`config.mk`:
```
export PLATFORM = sky130hd
export DESIGN_NAME = ste_cfg_check
export DESIGN_NICKNAME = d
export VERILOG_FILES = /design/src/rtl/ste_chk_pkg.sv /design/src/rtl/ste_rule_eval.sv /design/src/rtl/ste_resp_reg.sv /design/src/rtl/ste_cfg_check.sv
export SDC_FILE = /design/constraint.sdc
export NUM_CORES = 1
export LEC_CHECK = 0
export BUFFER_PORTS_ARGS = -buffer_cell sky130_fd_sc_hd__buf_2
export CAP_MARGIN = 20
export CORE_UTILIZATION = 51
export CTS_BUF_LIST = sky130_fd_sc_hd__clkbuf_8
export DETAILED_ROUTE_END_ITERATION = 12
export PLACE_DENSITY_LB_ADDON = 0.12
export SYNTH_ARGS = -nofsm -noshare
export SYNTH_HDL_FRONTEND = slang
export SYNTH_HIERARCHICAL = 1
export SYNTH_SLANG_ARGS = --single-unit
```
`constraint.sdc`:
```
create_clock -name clk -period 3.8 [get_ports clk]
set_input_delay 0.19 -clock clk [delete_from_list [all_inputs] [get_ports clk]]
set_output_delay 0.19 -clock clk [all_outputs]
set_load 0.1 [all_outputs]
```
`src/rtl/ste_chk_pkg.sv`:
```
package ste_chk_pkg;

  localparam int CFG_W = 3;
  localparam int OC_W  = 2;
  localparam int RS_W  = 3;

  localparam logic [OC_W-1:0] OC_ABORT  = 2'd0;
  localparam logic [OC_W-1:0] OC_BYPASS = 2'd1;
  localparam logic [OC_W-1:0] OC_STAGE1 = 2'd2;
  localparam logic [OC_W-1:0] OC_FAULT  = 2'd3;

  localparam logic [RS_W-1:0] RS_NONE    = 3'd0;
  localparam logic [RS_W-1:0] RS_INVALID = 3'd1;
  localparam logic [RS_W-1:0] RS_STAGE2  = 3'd2;
  localparam logic [RS_W-1:0] RS_MULTICD = 3'd3;
  localparam logic [RS_W-1:0] RS_STALL   = 3'd4;

  localparam logic [CFG_W-1:0] CFG_ABORT  = 3'b000;
  localparam logic [CFG_W-1:0] CFG_BYPASS = 3'b100;
  localparam int               CFG_S2_BIT = 1;

  typedef struct packed {
    logic [OC_W-1:0] oc;
    logic [RS_W-1:0] rs;
  } verdict_t;

  // Ordered decision: validity, abort, bypass, stage-2, context count, stall.
  function automatic verdict_t judge(input logic vld, input logic [CFG_W-1:0] cfg,
                                     input logic cd_nz, input logic stall);
    verdict_t v;
    v.oc = OC_FAULT;
    v.rs = RS_NONE;
    if (!vld)                    v.rs = RS_INVALID;
    else if (cfg == CFG_ABORT)   v.oc = OC_ABORT;
    else if (cfg == CFG_BYPASS)  v.oc = OC_BYPASS;
    else if (cfg[CFG_S2_BIT])    v.rs = RS_STAGE2;
    else if (cd_nz)              v.rs = RS_MULTICD;
    else if (stall)              v.rs = RS_STALL;
    else                         v.oc = OC_STAGE1;
    return v;
  endfunction

endpackage

```
`src/rtl/ste_rule_eval.sv`:
```
module ste_rule_eval
  import ste_chk_pkg::*;
#(
  parameter int                CDMAX_W = 5,
  parameter int                EVT_W   = 8,
  parameter logic [EVT_W-1:0]  EVT_BAD = 8'h04
) (
  input  logic               ent_vld,
  input  logic [CFG_W-1:0]   ent_cfg,
  input  logic [CDMAX_W-1:0] ent_cdmax,
  input  logic               ent_stalld,
  output logic [OC_W-1:0]    oc,
  output logic [RS_W-1:0]    rs,
  output logic [EVT_W-1:0]   evt,
  output logic               abort_hit,
  output logic               bypass_hit
);

  verdict_t v;

  always_comb begin
    v          = judge(ent_vld, ent_cfg, |ent_cdmax, ent_stalld);
    oc         = v.oc;
    rs         = v.rs;
    evt        = (v.oc == OC_FAULT) ? EVT_BAD : '0;
    abort_hit  = (v.oc == OC_ABORT);
    bypass_hit = (v.oc == OC_BYPASS);
  end

endmodule

```
`src/rtl/ste_resp_reg.sv`:
```
module ste_resp_reg
  import ste_chk_pkg::*;
#(
  parameter int ENTRY_W = 128,
  parameter int EVT_W   = 8
) (
  input  logic               clk,
  input  logic               rst_n,
  input  logic               take,
  input  logic [OC_W-1:0]    oc_in,
  input  logic [RS_W-1:0]    rs_in,
  input  logic [EVT_W-1:0]   evt_in,
  input  logic [ENTRY_W-1:0] entry_in,
  output logic               busy,
  output logic               rsp_valid,
  output logic [OC_W-1:0]    rsp_oc,
  output logic [RS_W-1:0]    rsp_rs,
  output logic [EVT_W-1:0]   rsp_evt,
  output logic [ENTRY_W-1:0] rsp_entry
);

  logic vld_q;

  always_ff @(posedge clk) begin
    if (!rst_n) begin
      vld_q     <= 1'b0;
      rsp_oc    <= '0;
      rsp_rs    <= '0;
      rsp_evt   <= '0;
      rsp_entry <= '0;
    end else begin
      vld_q <= take;
      if (take) begin
        rsp_oc    <= oc_in;
        rsp_rs    <= rs_in;
        rsp_evt   <= evt_in;
        rsp_entry <= entry_in;
      end
    end
  end

  assign rsp_valid = vld_q;
  assign busy      = vld_q;

endmodule

```
`src/rtl/ste_cfg_check.sv`:
```
module ste_cfg_check
  import ste_chk_pkg::*;
#(
  parameter int               ENTRY_W    = 128,
  parameter int               VALID_BIT  = 0,
  parameter int               CFG_LSB    = 1,
  parameter int               CDMAX_LSB  = 36,
  parameter int               CDMAX_W    = 5,
  parameter int               STALLD_BIT = 91,
  parameter int               EVT_W      = 8,
  parameter logic [EVT_W-1:0] EVT_BAD    = 8'h04
) (
  input  logic               clk,
  input  logic               rst_n,
  input  logic               req_valid,
  output logic               req_ready,
  input  logic [ENTRY_W-1:0] req_entry,
  output logic               rsp_valid,
  output logic [1:0]         rsp_outcome,
  output logic [2:0]         rsp_reason,
  output logic [EVT_W-1:0]   rsp_event,
  output logic [ENTRY_W-1:0] rsp_entry
);

  // Named internal events, observed by the bound checker.
  logic               take;
  logic               busy;
  logic               ent_vld;
  logic [CFG_W-1:0]   ent_cfg;
  logic [CDMAX_W-1:0] ent_cdmax;
  logic               ent_stalld;
  logic [OC_W-1:0]    oc_c;
  logic [RS_W-1:0]    rs_c;
  logic [EVT_W-1:0]   evt_c;
  logic               abort_hit;
  logic               bypass_hit;

  assign ent_vld    = req_entry[VALID_BIT];
  assign ent_cfg    = req_entry[CFG_LSB +: CFG_W];
  assign ent_cdmax  = req_entry[CDMAX_LSB +: CDMAX_W];
  assign ent_stalld = req_entry[STALLD_BIT];

  assign req_ready = !busy;
  assign take      = req_valid && !busy;

  ste_rule_eval #(
    .CDMAX_W (CDMAX_W),
    .EVT_W   (EVT_W),
    .EVT_BAD (EVT_BAD)
  ) u_rules (
    .ent_vld    (ent_vld),
    .ent_cfg    (ent_cfg),
    .ent_cdmax  (ent_cdmax),
    .ent_stalld (ent_stalld),
    .oc         (oc_c),
    .rs         (rs_c),
    .evt        (evt_c),
    .abort_hit  (abort_hit),
    .bypass_hit (bypass_hit)
  );

  ste_resp_reg #(
    .ENTRY_W (ENTRY_W),
    .EVT_W   (EVT_W)
  ) u_resp (
    .clk       (clk),
    .rst_n     (rst_n),
    .take      (take),
    .oc_in     (oc_c),
    .rs_in     (rs_c),
    .evt_in    (evt_c),
    .entry_in  (req_entry),
    .busy      (busy),
    .rsp_valid (rsp_valid),
    .rsp_oc    (rsp_outcome),
    .rsp_rs    (rsp_reason),
    .rsp_evt   (rsp_event),
    .rsp_entry (rsp_entry)
  );

endmodule

```
== Word-level counts from Yosys, hierarchy flattened ==
Index checks and enable logic that the tools add are counted.

* Bits in registers: 142
* Logic and storage cells: 24
* Input bits: 131
* Output and inout bits: 143

* Multiplexer cells: 13
* Equality and inequality tests: 2
* Reductions and logical operators: 4

{| class="wikitable"
|+ Operators with widths
! operator !! count
|-
| $mux W3 || 7
|-
| $mux W2 || 5
|-
| $reduce_or A5 Y1 || 1
|-
| $eq A3 B3 Y1 const B || 1
|-
| $logic_not A3 Y1 || 1
|-
| $eq A2 B2 Y1 const B || 1
|-
| $logic_and A1 B1 Y1 || 1
|-
| $logic_not A1 Y1 || 1
|-
| $mux W1 || 1
|}

== Logic depth before layout (Yosys ltp) ==
* Word-level depth: 8
* Mapped depth: 6
* Mapped depth without buffers: 5

== Modules after synthesis ==
Netlist, hierarchy kept.

{| class="wikitable"
|+ Modules (own cells, without submodules)
! module !! times used !! area each (um2) !! cells an instance !! sequential area each (um2)
|-
| ste_resp_reg || 1 || 5,391.4 || 457 || 2,842.7
|-
| ste_rule_eval || 1 || 186.4 || 27 || 0.0
|-
| ste_cfg_check || 1 || 10.0 || 2 || 0.0
|}

== Worst setup path before layout ==
OpenSTA, ideal clock, no wires.

* Path kind: reg-to-reg
* From: register u_resp/rsp_entry[0] (netlist name)
* To: register u_resp.rsp_entry[0]
* Data arrival time: 1.194 ns
* Cell stages (with the launch flop): 3
* Period minus slack after synthesis: 1.261 ns
* Path buffers: 0
* Setup slack: 2.539 ns
* Required time: 3.733 ns
* Library setup time: 0.067 ns
* Cells stage by stage: dfxtp_1 > mux2i_1 > nor2b_1

{| class="wikitable"
|+ RTL lines
! what !! RTL line !! text
|-
| to (signal assigned) || ste_resp_reg.sv:37 || <nowiki>rsp_entry <= entry_in;</nowiki>
|-
| to (decl) || ste_resp_reg.sv:19 || <nowiki>output logic [ENTRY_W-1:0] rsp_entry</nowiki>
|}

== Worst setup path after layout ==
* From: register u_resp.vld_q, in the netlist u_resp/busy
* To: register u_resp.rsp_entry[42]

* Word-level cells in the longest chain between the ends: 2

{| class="wikitable"
|+ RTL lines
! what !! RTL line !! text
|-
| from (decl) || ste_resp_reg.sv:22 || <nowiki>logic vld_q;</nowiki>
|-
| from (signal assigned) || ste_resp_reg.sv:32 || <nowiki>vld_q <= take;</nowiki>
|-
| $logic_not A1 Y1 || ste_cfg_check.sv:44 || <nowiki>assign take = req_valid && !busy;</nowiki>
|-
| $logic_and A1 B1 Y1 || ste_cfg_check.sv:44 ||
|-
| named net take || ste_cfg_check.sv:26 || <nowiki>logic take;</nowiki>
|}

The timed path passes the listed nets, and every way through them passes these cells.
A chain may end at the register's enable or synchronous reset.

==> metrics.cfg <==
[routing]
first_pass_iters=4
wl_per_cell_um=13.96
viasPerCell=4.660
ant_nets=0
totalWireLength_mm=12.75
route.detailed.drc=0
drtIter0Drc=152
vias=4255

[critical_path]
arrival_ns=2.00
path_class=flop to flop
worstPathRequired_ns=4.11
regToRegSetupSlack_ns=2.12
worstPathMaxFanout=50
crit_end=u_resp/rsp_entry[42]$_SDFFE_PN0P_
startpoint=u_resp/busy$_SDFF_PN0_
worstSetupStartpointType=flop
worstRegToRegCells=4
r2r-start=u_resp/busy$_SDFF_PN0_
crit-reg2reg-capture=u_resp/rsp_entry[42]$_SDFFE_PN0P_
endpoint_kind=flop

[global_routing]
grt_pass1_vias=4108
antenna_found_initial=0
grt_max_degree=143
grt_pass1_wl_mm=19.44
grtUsageTotal_pct=21.96
grt_overflow=0

[placed_design]
io_buffers=273
dp_cells=863
gp_congestion=0.7054
dp_hpwl_mm=8.958

[yosys]
ys_warn_count=6
synth_area_per_cell_um2=11.52
synth_area_um2=5577
synth_cells=484

[clocking]
h-tree-depth=4
clkSlewWorstSetupHoldPaths_ns=0.08
cts_buffers=17
cts_buffer_depth=2
clock_sinks=142
cts_root_buffer=clkbuf_8
clk_latency_ns=0.42
tritoncts=done

[floorplanning]
start_util_pct=53.30
die_w_um=106.6
num_rows=37
die_h_um=106.6
ios=274
core-area_um2=10460
fp.dieArea_um2=11360

[finish]
syn_to_final_growth_pct=33.48
n_fill_cell=796
nets=895
n_antenna_cell=0
final_cells=913
drive_gt1_share_pct=40.15

[pwr]
totalPowerFinal_w=0.003855
swShare_pct=38.52
power_density_nw_per_um2=517.9
comb_power_share_pct=29.4
clockPowerShare_pct=28.4
p_leak_nw=3.700
p_int_w=0.002370
p_switching_w=0.001485
ir_worst_vdd_uv=325.6
seqPwrFrac_pct=42.2

[job]
max_cap_violations=0

[timing]
worst_pin_slew_ns=0.8111
skew_ns=0.006986
drv_slew=0
fin_crit_sh_pct=44.28
max_freq_ghz=0.5944
finalCriticalPeriod_ns=1.682
setup_viol=0
slew_headroom_pct=45.93
hold_violations=0
grt_setup_unrepaired=false
setup_tns_ns=0

[outcome]
status=finished, final reports clean

[min_path]
hold_start=req_entry[127]
min_path_type=input port to flop

sequential cells by signal, indices dropped and copies added, names as in the netlist:
register          flops
u_resp/rsp_rs         3
u_resp/busy           1
u_resp/rsp_entry    128
u_resp/rsp_oc         2
u_resp/rsp_evt        8
how the worst min path moves through the flow:
stage | endpoint | slack, ns | cells past startpoint
final | u_resp/rsp_entry[127]$_SDFFE_PN0P_ | 0.03 | 3
after global routing | u_resp/rsp_entry[11]$_SDFFE_PN0P_ | 0.009 | 3
after CTS | u_resp/rsp_entry[115]$_SDFFE_PN0P_ | 0.0003 | 3
after detailed placement | u_resp/rsp_entry[115]$_SDFFE_PN0P_ | 0.45 | 3
after global placement | u_resp/rsp_entry[41]$_SDFFE_PN0P_ | 0.44 | 3
after floorplan | u_resp/rsp_entry[100]$_SDFFE_PN0P_ | 0.36 | 2
worst max-delay path, cell delays in order, from the launching register on:
cell	delay [ns]
dfxtp_1	0.35
nor2b_4	0.15
buf_4	0.66
mux2i_1	0.31
nor2b_1	0.08
layout make-up:
type	count	area (um^2)	area share, %
clock buffers	18	247.7	3.328
clock inverters	14	121.4	1.631
inverters	3	11.26	0.1513
multi-input cells	306	2451	32.93
flip-flops and latches	142	2843	38.19
well taps	136	170.2	2.286
repair buffers	294	1599	21.48
cell usage in the layout, fill, tap and decap left out, drive strengths merged:
cell type and instances:
buf 277, dfxtp 142, nor2b 142, mux2i 141, clkbuf 18, dlygate4sd3 17, conb 7, clkinv 6
clkinvlp 5, inv 5, nand2b 2, nand2 2, o21ai 2, bufinv 1, and2 1, or3 1
or4b 1, o22ai 1, nor2 1, nor3 1, or2b 1, nor4 1, a21oi 1, and3 1
stage by stage:
stage	hold slack, ns	utilization [%]	instance area [um^2]	setup WS, ns
final	0.02979	71.14	7443	2.118
after CTS	0.0002691	70.88	7416	2.119
after global routing	0.009016	71.14	7443	2.004
after floorplan	0.3595	-	5599	2.539
after detailed placement	0.4546	65.73	6877	2.130
after global placement	0.4445	65.73	6877	2.221
routing by layer:
layer / track usage (%) / vias up / wire, um
met5: 0 / - / 0
met4: 9.980 / 0 / 278
met3: 7.356 / 21 / 966
met2: 38.29 / 169 / 6474
met1: 24.06 / 1920 / 5029
li1: - / 2145 / -
power groups by stage:
stage	Sequential, W	Combinational (W)	Clock (W)
final	0.00163	0.00113	0.00110
after global routing	0.00164	0.00118	0.00120
after floorplan	0.00233	0.000265	0
after detailed placement	0.00166	0.00112	0
after CTS	0.00163	0.00113	0.00113
after global placement	0.00166	0.00111	0
what timing repair did:
item                      in CTS  in global routing
hold buffers                  17                  0
buffers inserted               0                  0
resized for setup              0                  0
hold endpoints to repair      17                  0
(Power assumes the default switching activity.)
